**src/rtl/fbt_pkg.sv**
```systemverilog
package fbt_pkg;

    typedef enum logic [2:0] {
        OP_NONE    = 3'd0,
        OP_READ    = 3'd1,
        OP_PROG    = 3'd2,
        OP_ERASE   = 3'd3,
        OP_SUSPEND = 3'd4,
        OP_RESUME  = 3'd5
    } fbt_op_e;

    typedef enum logic [2:0] {
        BK_IDLE,
        BK_PROG,
        BK_ERASE,
        BK_SUSP,
        BK_SUSP_PROG
    } bk_state_e;

endpackage

```
**src/rtl/fbt_addr_decode.sv**
```systemverilog
module fbt_addr_decode #(
    parameter int ADDR_W       = 21,
    parameter int MAIN_W       = 15,
    parameter int PARAM_W      = 12,
    parameter int BANK_A_UNITS = 16,
    parameter bit PARAM_AT_TOP = 1'b0,
    parameter int BLK_W        = 7
) (
    input  logic [ADDR_W-1:0] addr,
    output logic              bank,
    output logic [BLK_W-1:0]  blk
);
    localparam int IDX_W      = ADDR_W - MAIN_W;
    localparam int SUB_W      = MAIN_W - PARAM_W;
    localparam int N_UNITS    = 1 << IDX_W;
    localparam int N_PARAM    = 1 << SUB_W;
    localparam int N_MAIN_ALL = N_UNITS - 1;

    logic [IDX_W-1:0] idx;
    logic [SUB_W-1:0] sub;
    logic             is_param;

    assign idx = addr[ADDR_W-1:MAIN_W];
    assign sub = addr[MAIN_W-1:PARAM_W];

    generate
        if (PARAM_AT_TOP) begin : g_top
            always_comb begin
                is_param = (idx == IDX_W'(N_UNITS - 1));
                bank     = !(idx >= IDX_W'(N_UNITS - BANK_A_UNITS));
                if (is_param) blk = BLK_W'(N_MAIN_ALL) + BLK_W'(sub);
                else          blk = BLK_W'(idx);
            end
        end else begin : g_bottom
            always_comb begin
                is_param = (idx == '0);
                bank     = !(idx < IDX_W'(BANK_A_UNITS));
                if (is_param) blk = BLK_W'(sub);
                else          blk = BLK_W'(idx) + BLK_W'(N_PARAM - 1);
            end
        end
    endgenerate

endmodule

```
**src/rtl/fbt_bank_ctrl.sv**
```systemverilog
module fbt_bank_ctrl
    import fbt_pkg::*;
#(
    parameter int BLK_W = 7
) (
    input  logic             clk,
    input  logic             rst_n,
    input  logic             sel,
    input  fbt_op_e          op,
    input  logic [BLK_W-1:0] blk,
    input  logic             done,
    output logic             accept,
    output logic             busy,
    output logic             susp,
    output logic [BLK_W-1:0] erase_blk
);
    bk_state_e        state, state_d;
    logic [BLK_W-1:0] erase_blk_d;

    // next state and accept decision
    always_comb begin
        state_d     = state;
        erase_blk_d = erase_blk;
        accept      = 1'b0;
        unique case (state)
            BK_IDLE: begin
                if (sel) begin
                    if (op == OP_READ) begin
                        accept = 1'b1;
                    end else if (op == OP_PROG) begin
                        accept  = 1'b1;
                        state_d = BK_PROG;
                    end else if (op == OP_ERASE) begin
                        accept      = 1'b1;
                        state_d     = BK_ERASE;
                        erase_blk_d = blk;
                    end
                end
            end
            BK_PROG: begin
                if (done) state_d = BK_IDLE;
            end
            BK_ERASE: begin
                if (done) begin
                    state_d = BK_IDLE;
                end else if (sel && op == OP_SUSPEND) begin
                    accept  = 1'b1;
                    state_d = BK_SUSP;
                end
            end
            BK_SUSP: begin
                if (sel) begin
                    if (op == OP_READ && blk != erase_blk) begin
                        accept = 1'b1;
                    end else if (op == OP_PROG && blk != erase_blk) begin
                        accept  = 1'b1;
                        state_d = BK_SUSP_PROG;
                    end else if (op == OP_RESUME) begin
                        accept  = 1'b1;
                        state_d = BK_ERASE;
                    end
                end
            end
            BK_SUSP_PROG: begin
                if (done) state_d = BK_SUSP;
            end
            default: state_d = BK_IDLE;
        endcase
    end

    // state register
    always_ff @(posedge clk) begin
        if (!rst_n) begin
            state     <= BK_IDLE;
            erase_blk <= '0;
        end else begin
            state     <= state_d;
            erase_blk <= erase_blk_d;
        end
    end

    // outputs from state
    always_comb begin
        busy = 1'b0;
        susp = 1'b0;
        unique case (state)
            BK_IDLE:      ;
            BK_PROG:      busy = 1'b1;
            BK_ERASE:     busy = 1'b1;
            BK_SUSP:      susp = 1'b1;
            BK_SUSP_PROG: begin busy = 1'b1; susp = 1'b1; end
            default:      ;
        endcase
    end

    // resume continues the erase on the block that was suspended
    a_r9_resume_same_blk: assert property (@(posedge clk) disable iff (!rst_n)
        (state == BK_ERASE && $past(state) == BK_SUSP) |-> erase_blk == $past(erase_blk));

    // suspended block index holds while the erase is suspended
    a_r8_susp_blk_hold: assert property (@(posedge clk) disable iff (!rst_n)
        (susp && $past(susp) && $past(rst_n)) |-> $stable(erase_blk));

    // done to an idle bank leaves it idle unless a new request starts it
    a_r11_done_idle: assert property (@(posedge clk) disable iff (!rst_n)
        (state == BK_IDLE && done && !sel) |=> state == BK_IDLE);

endmodule

```
**src/rtl/dual_bank_tracker.sv**
```systemverilog
module dual_bank_tracker
    import fbt_pkg::*;
#(
    parameter int ADDR_W       = 21,
    parameter int MAIN_W       = 15,
    parameter int PARAM_W      = 12,
    parameter int BANK_A_UNITS = 16,
    parameter bit PARAM_AT_TOP = 1'b0,
    parameter int N_BANKS      = 2,
    parameter int BLK_W        = 7
) (
    input  logic              clk,
    input  logic              rst_n,
    input  logic [2:0]        cmd,
    input  logic [ADDR_W-1:0] addr,
    input  logic [1:0]        pe_done,
    output logic              ack,
    output logic              nak,
    output logic [1:0]        bank_busy,
    output logic [1:0]        erase_susp,
    output logic [BLK_W-1:0]  susp_blk_a,
    output logic [BLK_W-1:0]  susp_blk_b
);
    localparam int N_BLK = (1 << (ADDR_W - MAIN_W)) - 1 + (1 << (MAIN_W - PARAM_W));

    fbt_op_e          op;
    logic             op_valid;
    logic             dec_bank;
    logic [BLK_W-1:0] dec_blk;
    logic [N_BANKS-1:0] acc_vec;
    logic [BLK_W-1:0] eblk [N_BANKS];
    logic             acc_sel;

    assign op       = fbt_op_e'(cmd);
    assign op_valid = (cmd >= 3'd1) && (cmd <= 3'd5);

    fbt_addr_decode #(
        .ADDR_W(ADDR_W), .MAIN_W(MAIN_W), .PARAM_W(PARAM_W),
        .BANK_A_UNITS(BANK_A_UNITS), .PARAM_AT_TOP(PARAM_AT_TOP), .BLK_W(BLK_W)
    ) u_dec (
        .addr(addr), .bank(dec_bank), .blk(dec_blk)
    );

    generate
        for (genvar b = 0; b < N_BANKS; b++) begin : g_bank
            fbt_bank_ctrl #(.BLK_W(BLK_W)) u_bank (
                .clk(clk), .rst_n(rst_n),
                .sel(op_valid && (dec_bank == b[0])),
                .op(op), .blk(dec_blk), .done(pe_done[b]),
                .accept(acc_vec[b]), .busy(bank_busy[b]),
                .susp(erase_susp[b]), .erase_blk(eblk[b])
            );
        end
    endgenerate

    assign acc_sel    = acc_vec[dec_bank];
    assign susp_blk_a = eblk[0];
    assign susp_blk_b = eblk[1];

    always_ff @(posedge clk) begin
        if (!rst_n) begin
            ack <= 1'b0;
            nak <= 1'b0;
        end else begin
            ack <= op_valid && acc_sel;
            nak <= (cmd != 3'd0) && !(op_valid && acc_sel);
        end
    end

    // never both pulses
    a_r12_one_pulse: assert property (@(posedge clk) disable iff (!rst_n) !(ack && nak));
    // idle code gives no pulse; reserved codes are rejected
    a_r10_quiet: assert property (@(posedge clk) disable iff (!rst_n)
        (cmd == 3'd0) |=> (!ack && !nak));
    a_r10_reserved: assert property (@(posedge clk) disable iff (!rst_n)
        (cmd > 3'd5) |=> nak);
    // read to a busy bank is rejected
    a_r4_busy_read: assert property (@(posedge clk) disable iff (!rst_n)
        (op == OP_READ && bank_busy[dec_bank]) |=> nak);
    // read to a quiet bank is accepted regardless of the other bank
    a_r5_free_read: assert property (@(posedge clk) disable iff (!rst_n)
        (op == OP_READ && !bank_busy[dec_bank] && !erase_susp[dec_bank]) |=> ack);
    // second program or erase to a busy bank is rejected
    a_r6_busy_pe: assert property (@(posedge clk) disable iff (!rst_n)
        ((op == OP_PROG || op == OP_ERASE) && bank_busy[dec_bank]) |=> nak);
    // requests aimed at the suspended block are rejected
    a_r8_self_blk: assert property (@(posedge clk) disable iff (!rst_n)
        ((op == OP_READ || op == OP_PROG) && erase_susp[dec_bank] &&
         dec_blk == eblk[dec_bank]) |=> nak);
    // resume with nothing suspended is rejected and changes nothing
    a_r9_resume_none: assert property (@(posedge clk) disable iff (!rst_n)
        (op == OP_RESUME && !erase_susp[dec_bank] && pe_done == 2'b00) |=> (nak && $stable(bank_busy)));
    // decoded block index stays inside the array
    a_r2_blk_range: assert property (@(posedge clk) disable iff (!rst_n)
        op_valid |-> (int'(dec_blk) < N_BLK));

endmodule

```
**config.mk**
```make
export PLATFORM = sky130hd
export DESIGN_NAME = dual_bank_tracker
export DESIGN_NICKNAME = d
export VERILOG_FILES = /design/src/rtl/fbt_pkg.sv /design/src/rtl/fbt_addr_decode.sv /design/src/rtl/fbt_bank_ctrl.sv /design/src/rtl/dual_bank_tracker.sv
export SDC_FILE = /design/constraint.sdc
export NUM_CORES = 1
export LEC_CHECK = 0
export BUFFER_PORTS_ARGS = -buffer_cell sky130_fd_sc_hd__buf_2
export CORE_AREA = 10 10 84 101
export DETAILED_ROUTE_END_ITERATION = 6
export DIE_AREA = 0 0 94 111
export SYNTH_ARGS = -nofsm -noshare
export SYNTH_HDL_FRONTEND = slang
export SYNTH_SLANG_ARGS = --single-unit
```
**constraint.sdc**
```tcl
create_clock -name clk -period 2.7 [get_ports clk]
set_input_delay 0.405 -clock clk [delete_from_list [all_inputs] [get_ports clk]]
set_output_delay 0.405 -clock clk [all_outputs]
set_load 0.01 [all_outputs]
```
# Yosys cells after proc, flatten, opt, wreduce, memory -nomap -nowiden
# Index checks and enable logic that the tools add are counted.
# totals
inputBits,28
out_inout_bits,20
elab_cells,118
register_bits,22
# classes
order_cmp,4
n_addsub,1
muxes,47
bitwise_logic,2
reduce_logical,25
eq_ne,33
# ops
operator,n
two-way mux 3 bit,20
case mux 3 bit (5 select lines),2
two-way mux 1 bit,22
== test 3 x 2 -> 1 bit (second input constant),6
AND reduction 9 bit,2
!= test 2 bit (second input constant),8
!= test 7 bit,2
== test 3 bit (second input constant),4
logical AND 1 bit,11
AND reduction 5 bit,2
== test 3 x 1 -> 1 bit (second input constant),3
!= test 3 x 2 -> 1 bit (second input constant),3
!= test 2 x 1 -> 1 bit (second input constant),4
adder 6 x 3 -> 7 bit (second input constant),1
two-way mux 7 bit,1
zero test 3 bit,2
zero test 6 bit,1
< comparator 6 x 5 -> 1 bit (second input constant),1
!= test 3 x 1 -> 1 bit (second input constant),2
case mux 1 bit (3 select lines),2
OR reduction 3 bit,2
OR reduction 2 bit,2
greater-or-equal comparator 3 x 1 -> 1 bit (second input constant),1
<= comparator 3 bit (second input constant),1
5 further kinds,7

# Depth between registers and ports, before layout
# Gate-level depths: netlist (run 1).
# depth
word_depth,13
mapped_depth,11
depth_no_buf,9

# Modules after synthesis
# Synthesis (run 1) repeated with hierarchy kept, for this count alone.
# unflattened
hier_cells,198
area_unflattened_um2,1744.2
# modules_own_cells
module,area_per_inst_um2,seq_area_each_um2,instances,cells_each
fbt_bank_ctrl,733.2,200.2,2,83
fbt_addr_decode,172.7,0.0,1,20
dual_bank_tracker,105.1,40.0,1,12

# Worst setup path after synthesis (run 1)
# No wires, ideal clock.
# synth_path
path_type,input port to flip-flop
from,input port addr[18]
to,register g_bank[0].u_bank.state[0]
cell_stages,9
path_buffers,3
setup_slack_ns,-0.175
setup_time_ns,0.059
arrival_time_ns,2.816
path_cell_list,clkbuf_2 or4b_1 buf_2 or2_0 clkbuf_2 o32a_1 or4_4 a221oi_2 o31a_1
# synth_between
elab_chain_cells,8
# synth_lines
item,line_no,rtl
start: declaration,dual_bank_tracker.sv:15,"input logic [ADDR_W-1:0] addr,"
adder 6 x 3 -> 7 bit or zero test 6 bit (tied branches),"fbt_addr_decode.sv:39, fbt_addr_decode.sv:36",
two-way mux 7 bit,fbt_addr_decode.sv:38,if (is_param) blk = BLK_W'(sub);
!= test 7 bit,"fbt_bank_ctrl.sv:53, fbt_bank_ctrl.sv:55",
logical AND 1 bit,fbt_bank_ctrl.sv:55,end else if (op == OP_PROG && blk != erase_blk) begin
two-way mux 3 bit,fbt_bank_ctrl.sv:55,
two-way mux 3 bit,fbt_bank_ctrl.sv:53,if (op == OP_READ && blk != erase_blk) begin
two-way mux 3 bit,fbt_bank_ctrl.sv:52,if (sel) begin
case mux 3 bit (5 select lines),fbt_bank_ctrl.sv:25,unique case (state)
end signal: assignment,fbt_bank_ctrl.sv:77,state <= state_d;
end: declaration,fbt_bank_ctrl.sv:17,"bk_state_e state, state_d;"
# Parallel ways exist; a longest one is shown, timed or not. The select of a mux whose other input is x is not followed.
# A chain may end at the register's enable or synchronous reset.

# Final worst setup path (run 1)
# layout_path
from,input port addr[15]
to,register nak
# layout_between
elab_chain_cells,13
# layout_lines
item,line_no,rtl
adder 6 x 3 -> 7 bit or zero test 6 bit (tied branches),"fbt_addr_decode.sv:39, fbt_addr_decode.sv:36",
two-way mux 7 bit,fbt_addr_decode.sv:38,
!= test 7 bit,"fbt_bank_ctrl.sv:53, fbt_bank_ctrl.sv:55",
logical AND 1 bit,fbt_bank_ctrl.sv:55,
two-way mux 1 bit,fbt_bank_ctrl.sv:55,
two-way mux 1 bit,fbt_bank_ctrl.sv:53,
two-way mux 1 bit,fbt_bank_ctrl.sv:52,
case mux 1 bit (3 select lines),fbt_bank_ctrl.sv:25,
two-way mux 1 bit (not written as such) * (2 in a row),dual_bank_tracker.sv:56,assign acc_sel = acc_vec[dec_bank];
logical AND 1 bit *,dual_bank_tracker.sv:66,nak <= (cmd != 3'd0) && !(op_valid && acc_sel);
zero test 1 bit *,dual_bank_tracker.sv:66,
logical AND 1 bit *,dual_bank_tracker.sv:66,
end signal: assignment,dual_bank_tracker.sv:66,
end: declaration,dual_bank_tracker.sv:18,"output logic nak,"
# Every way passes the cells marked *; elsewhere a longest branch is shown, timed or not. The select of a mux whose other input is x is not followed.

==> results by group, run 1 <==
Worst setup path
  • Crit path DAT: 2.82 ns
  • Reg2reg path depth: 7
  • Critical Path RT: 2.92 ns
  • Worst Setup End Kind: flip-flop
  • R2R Setup Slk: 0.56 ns
  • Critical setup path kind: primary input to flip-flop
  • FF-to-FF End: g_bank[0].u_bank.state[1]
  • Crit Path Max Fanout: 4
  • Buffers plus inverters on the worst setup path: 2
  • CP startpoint kind: primary input
  • Critical path's top delay family: simple AND/OR/NAND/NOR gates
  • Worst r2r src: g_bank[0].u_bank.state[0]
  • Crit path max-delay cell type: or4b_4
  • Crit-path cells: buf_2 -> inv_2 -> ha_1 -> or4b_4 -> or2_1 -> a221oi_1 -> o211ai_1 -> or2_2 -> a21oi_1 -> o221a_2
  • Slowest stage delay, CP: 0.49 ns

CTS
  • Clock root cell: clkbuf_8
  • Worst skew pair latency: approximately 0.27 ns
  • Clk pin slew, worst setup/hold paths: 0.09 ns
  • H-Tree Depth: 1
  • # clock sinks: 22
  • Setup Fix Bufs, Post-CTS: 0
  • CTS tree: built
  • Total CTS buffers: 3
  • Deepest clock path buffer count: 2
  • # hold bufs at CTS: 0
  • CTS resizes: 0

Synth
  • Main flop type after synthesis: dfxtp_1
  • Top post-synthesis cells by area: dfxtp_1 23%, o21ai_0 4.4%, nor2_1 4.3%
  • Mapped cell area: 1917 um2
  • Yosys top cell by area: dfxtp_1
  • Sequential share of the synthesized area: 0.2298
  • Asr flop ratio synth: 0
  • Post-synth EDFFs: 0
  • Cells after Synth: 252
  • Top cells by count, synth: 22 x dfxtp_1, 22 x nor2_1, 17 x o21ai_0, 16 x nand2_1, 14 x inv_1
  • Yosys cell types: 62
  • Yosys top cell area share: 0.2298
  • Average size of a mapped cell: 7.607 um2
  • Post-synthesis register bit count: 22
  • Synth warnings: 0
  • Syn_nets: 282

Timing
  • Tcrit/Tclk final: 0.9633
  • Clock Skew: 0.007224 ns
  • Final Max Slew Viols: 0
  • Slew @ Worst Pin: 0.4966 ns
  • Final Hold Fails: 0
  • Post-layout min period: approximately 2.6 ns
  • Max Freq: ~0.38 GHz
  • Setup slack after layout: 0.09907 ns
  • Final setup viols: 0
  • Slew Limit Headroom: 0.6655

Detailed routing
  • Met3 wire length: 177 um
  • DRT antenna net count: 0
  • Post-route DRC: 0
  • Uppermost layer routed: met4
  • Routed wire length: 5314 um
  • DRT iter0 DRCs: 72
  • DR vias: 1,956
  • Router iterations before antenna repair: 4
  • DR WL/cell: 13.98 um
  • Vias/cell: ~5.1
  • Met2 Routed Length: 2579 um
  • WL met1: 2497 um

Hold path
  • Worst Hold Launch: g_bank[0].u_bank.erase_blk[6]
  • Hold WC Path Type: flip-flop to flip-flop
  • Hold Path Stages: 1
  • WHS Endpoint: g_bank[0].u_bank.erase_blk[6]

Global route
  • Tot GR Track Use: 0.09943
  • First-pass GRT wire length: 8790 um
  • Initial antenna violation count: 0
  • Largest net degree at the start of global routing: 25
  • GRT overflow: 0
  • Vias in the first global route: 1,832

Power and ir drop
  • Combinational power share: 0.392
  • Leakage Power: approximately 0.0010 uW
  • Maximum VDD drop: 0.0002226 V
  • Sw frac: 0.3564
  • Pint: 792.7 uW
  • Switching pwr: 438.9 uW
  • Clock power share: 0.256
  • Sequential share of power: 0.352
  • PwrDens: 522.7 nW/um2

Layout
  • Final nets: 324
  • Ant. Diodes: 0
  • Fraction of layout cells with a size suffix above 1: 0.2696
  • Syn-to-layout area delta: 22.91%
  • Final cell count without fillers: 380
  • Final Cell Area: approximately 2400 um2

Placement
  • Routability cong.: between 0.8 and 0.9
  • Inst Count DP: 376
  • Setup WS pre-CTS: -0.2686 ns
  • Post-Place Cell Area: 2277 um2
  • Port Buffers: 35
  • Final HPWL DP: 4195 um

Floorplanning
  • DIE AREA: 10,430 um2
  • Core area: 6606 um2
  • Die Y: approximately 110 um
  • Starting density of the core: 0.2902
  • I/O pin count: 48
  • Die X: 94 um
  • Row count: 33

Flow run
  • Number of max-cap violations: 0

Outcome
  • Outcome: finished, final reports clean
-- per-layer routing --
layer,track usage,up-vias
li1,-,1000
met1,0.1207,913
met2,0.1686,36
met3,0.02100,7
met4,0.02944,0
met5,0,-
-- power by group through the flow --
stage	clock network [uW]	logic (uW)	registers (uW)
2_1_floorplan	0	414	395
4_1_cts	326	484	433
3_5_place_dp	0	482	440
6_report	315	483	434
5_1_grt	339	541	445
3_3_place_gp	0	476	439
-- worst register-to-register path: stages, from the launching register on --
cell,delay [ns]
dfxtp_1,0.57
or3b_2,0.52
o21ai_0,0.09
nor2_1,0.07
o21ai_0,0.42
o21ai_0,0.16
o41ai_1,0.08
o21a_1,0.16
-- through the flow --
step	hold slack, ns	TNS (ns)	total power, uW	util
floorplan	0.5405	-0.05858	808.6	-
detailed placement	0.5339	-1.424	922.1	0.3447
finish	0.5435	0	1232	0.3566
global route	0.5599	-0.008520	1325	0.3566
CTS	0.5457	0	1242	0.3555
global placement	0.5171	-1.171	915.2	0.3447
-- worst max path at each step --
stage / to / from / cells after the start / slack, ns
floorplan: g_bank[0].u_bank.state[0] / addr[20] / 10 / -0.06
global route: g_bank[1].u_bank.state[1] / addr[15] / 10 / -0.009
finish: nak / addr[15] / 10 / 0.1
global placement: g_bank[1].u_bank.state[1] / addr[15] / 10 / -0.22
detailed placement: g_bank[0].u_bank.state[0] / addr[15] / 10 / -0.27
CTS: g_bank[0].u_bank.state[0] / addr[15] / 10 / 0.02
-- placed cells by master, fill, tap and decap left out, types with 3 or more instances in the layout --
master / instances
a21oi_1: 10
and3_1: 3
buf_2: 35
nand3b_1: 3
nor4_1: 4
and2_1: 5
mux2i_1: 7
nor2_1: 22
xor2_1: 8
nor3_1: 7
o21ai_0: 17
nor3b_1: 5
nor2b_1: 12
clkbuf_8: 3
a31oi_1: 3
buf_4: 23
or2_2: 5
nand2_1: 16
a211oi_1: 3
inv_1: 13
o211a_1: 5
xnor2_1: 5
nand2b_1: 4
dfxtp_1: 22
-- cells by family after synthesis --
family,after synthesis,share of synthesized area
buffers and inverters,35,0.08224
xor gates and xnor gates,14,0.07115
DFF,22,0.2298
and+or+nand+nor,99,0.2852
AOI/OAI and AO/OA,72,0.2761
muxes,8,0.04243
adders and majority gates,2,0.01305
-- area by class of cell --
type / count / area [um2]
clock buffers: 3 / 41.29
inverters: 14 / 52.55
flip-flops and latches: 22 / 440.4
fillers: 744 / 4250
well taps: 87 / 108.9
clock inverters: 1 / 30.03
multi-input cells: 195 / 1335
repair buffers: 58 / 347.8
-- flip-flops by register name, indices dropped and copies added, names as in the netlist --
name	count
ack	1
g_bank.u_bank.erase_blk	14
g_bank.u_bank.state	6
nak	1
Power figures use the tool's default switching activity.
==> inputs of run 2 (changes only) <==
- GPL_ROUTABILITY_DRIVEN: not set -> 0
- SETUP_SLACK_MARGIN: not set -> 0.5
==> run 2 against run 1 <==
Combinational power grew 12%. Die area unchanged. Register-to-register slack worse by 0.06 ns. Sequential power shrank 4.8%. Worst setup slack gained 0.054 ns. Maximum frequency increased by 2.1%. Clock power decreased by 22%. Final area increased by 5.4%. Sequential share of layout area is 0.96 points lower. Global-route usage rose by 0.42 points. Final cell count grew 1.6%. Critical path depth fell by 1. Critical endpoint is now g_bank[0].u_bank.state[0].
==> results by group, run 2 (synthesis gave the netlist of run 1 again) <==
Floorplanning
  • Die Y: 111 um (unchanged)
  • Core area: 6606 um2 (unchanged)
  • DIE AREA: 10,430 um2 (unchanged)
  • Starting density of the core: 0.2902 (unchanged)
  • I/O pin count: 48 (unchanged)
  • Row count: 33 (unchanged)
  • Die X: 94 um (unchanged)

Timing
  • Max Freq: 0.3927 GHz (was 0.3845 GHz)
  • Setup slack after layout: 0.1535 ns (was 0.09907 ns)
  • Final Hold Fails: 0 (unchanged)
  • Slew @ Worst Pin: 0.5476 ns (was 0.4966 ns)
  • Slew Limit Headroom: 0.6298 (was 0.6655)
  • Final setup viols: 0 (unchanged)
  • Clock Skew: 0.006547 ns (was 0.007224 ns)
  • Final Max Slew Viols: 0 (unchanged)
  • RSZ-0062 raised after global routing: yes
  • Post-layout min period: 2.546 ns (was 2.601 ns)
  • Setup TNS: 0 ns (unchanged)
  • Worst hold margin: 0.5399 ns (was 0.5435 ns)
  • Tcrit/Tclk final: 0.9431 (was 0.9633)

Layout
  • Max reg flops: 14 (unchanged)
  • FILL cells: 706 (was 744)
  • Area of the multi-input gates: 1404 um2 (was 1335 um2)
  • Fraction of layout cells with a size suffix above 1: 0.3177 (was 0.2696)
  • Largest registers: g_bank.u_bank.erase_blk (14), g_bank.u_bank.state (6) (unchanged)
  • Leading cell type in the layout, fill and taps excluded: buf_2 (unchanged)
  • Post-layout util: 0.3759 (was 0.3566)
  • Syn-to-layout area delta: 29.57% (was 22.91%)
  • Final Cell Area: 2484 um2 (was 2356 um2)
  • Ant. Diodes: 0 (unchanged)
  • Most frequent cells in the layout: 33 x buf_2, 29 x buf_4, 22 x nor2_1, 22 x dfxtp_1 (was 35 x buf_2, 23 x buf_4, 22 x nor2_1, 22 x dfxtp_1, 17 x o21ai_0)
  • Final nets: 330 (was 324)
  • Biggest register: g_bank.u_bank.erase_blk (unchanged)
  • Storage cell area: 440.4 um2 (unchanged)

Global route
  • Tot GR Track Use: 0.1036 (was 0.09943)
  • GRT overflow: 0 (unchanged)
  • Vias in the first global route: 1,973 (was 1,832)
  • Largest net degree at the start of global routing: 25 (unchanged)
  • First-pass GRT wire length: 9156 um (was 8790 um)
  • Initial antenna violation count: 0 (unchanged)

Detailed routing
  • Routed wire length: 5430 um (was 5314 um)
  • Router iterations before antenna repair: 4 (unchanged)
  • Post-route DRC: 0 (unchanged)
  • DRT antenna net count: 0 (unchanged)
  • DR WL/cell: 14.07 um (was 13.98 um)
  • Vias/cell: 5.174 (was 5.147)
  • DR vias: 1,997 (was 1,956)
  • DRT iter0 DRCs: 71 (was 72)

Worst setup path
  • CP startpoint kind: primary input (unchanged)
  • Critical setup path kind: primary input to flip-flop (unchanged)
  • Crit path DAT: 2.76 ns (was 2.82 ns)
  • Critical Path RT: 2.92 ns (about the same)
  • Crit Path Max Fanout: 4 (unchanged)
  • Crit-path cells: buf_8 -> inv_6 -> ha_4 -> or4b_4 -> or2_4 -> o32a_1 -> or4_4 -> a221oi_2 -> o31a_1 (was buf_2 -> inv_2 -> ha_1 -> or4b_4 -> or2_1 -> a221oi_1 -> o211ai_1 -> or2_2 -> a21oi_1 -> o221a_2)
  • Crit path max-delay cell type: or4_4 (was or4b_4)
  • Slowest stage delay, CP: 0.60 ns (was 0.49 ns)
  • Reg2reg path depth: 6 (was 7)
  • Worst Setup End Kind: flip-flop (unchanged)

Placement
  • Setup WS pre-CTS: -0.2279 ns (was -0.2686 ns)
  • Final HPWL DP: 4098 um (was 4195 um)
  • Post-Place Cell Area: 2295 um2 (was 2277 um2)
  • Port Buffers: 35 (unchanged)

CTS
  • Total CTS buffers: 3 (unchanged)
  • Clock root cell: clkbuf_8 (unchanged)
  • H-Tree Depth: 1 (unchanged)
  • # hold bufs at CTS: 0 (unchanged)
  • Clk pin slew, worst setup/hold paths: 0.08 ns (was 0.09 ns)
  • Deepest clock path buffer count: 2 (unchanged)
  • CTS tree: built (unchanged)
  • Worst skew pair latency: 0.27 ns (about the same)
  • # clock sinks: 22 (unchanged)

Hold path
  • Hold WC Path Type: primary input to flip-flop (was flip-flop to flip-flop)
  • Hold Path Stages: 4 (was 1)

Outcome
  • Outcome: finished, final reports clean (unchanged)

Power and ir drop
  • Maximum VDD drop: 0.0001766 V (was 0.0002226 V)
  • Leakage Power: 0.001070 uW (was 0.001034 uW)
  • PwrDens: 483.9 nW/um2 (was 522.7 nW/um2)

Flow run
  • Number of max-cap violations: 0 (unchanged)
## run 2: cell type report
type / instances / area share
timing repair buffer: 64 / 0.1662
tap: 87 / 0.04383
sequential: 22 / 0.1773
clock buffer: 4 / 0.02217
inverter: 14 / 0.02519
multi-input combinational: 195 / 0.5652
## run 2: final timing paths
kind	from	end	slack [ns]
worst max-delay path	addr[15]	g_bank[0].u_bank.state[0]	0.15
worst min-delay path	addr[12]	g_bank[1].u_bank.erase_blk[0]	0.54
worst max register to register	g_bank[0].u_bank.state[0]	g_bank[0].u_bank.state[0]	0.50
worst min register to register	g_bank[0].u_bank.erase_blk[6]	g_bank[0].u_bank.erase_blk[6]	0.54
## run 2: through the flow
step           total power [uW]  instances
6_report                   1202        386
4_1_cts                    1197        385
3_3_place_gp              932.2        377
5_1_grt                    1298        386
2_1_floorplan             814.1        252
3_5_place_dp              937.0        377
## run 2: power by group
part	switching, uW	internal (uW)	total, uW
Clock	116	130	247
Sequential	53.6	359	413
Combinational	284	259	542
## run 2: metal layers
metal / track usage / wire length, um
met5: 0 / 0
met4: 0.03959 / 115
met3: 0.02100 / 239
met1: 0.1246 / 2449
met2: 0.1737 / 2625
## run 2: repair_timing
action	4_1_cts	5_1_grt
gates cloned	0	0
buffers inserted	4	1
pin swaps	9	4
endpoints found under the setup margin	8	8
gates resized for setup	14	10
## run 2: worst max-delay path, delay by kind of cell
family          cells  cell delay (ns)
buf+inv             2             0.15
simple gates        3             1.34
compound gates      3             0.76
fa+ha+maj           1             0.10
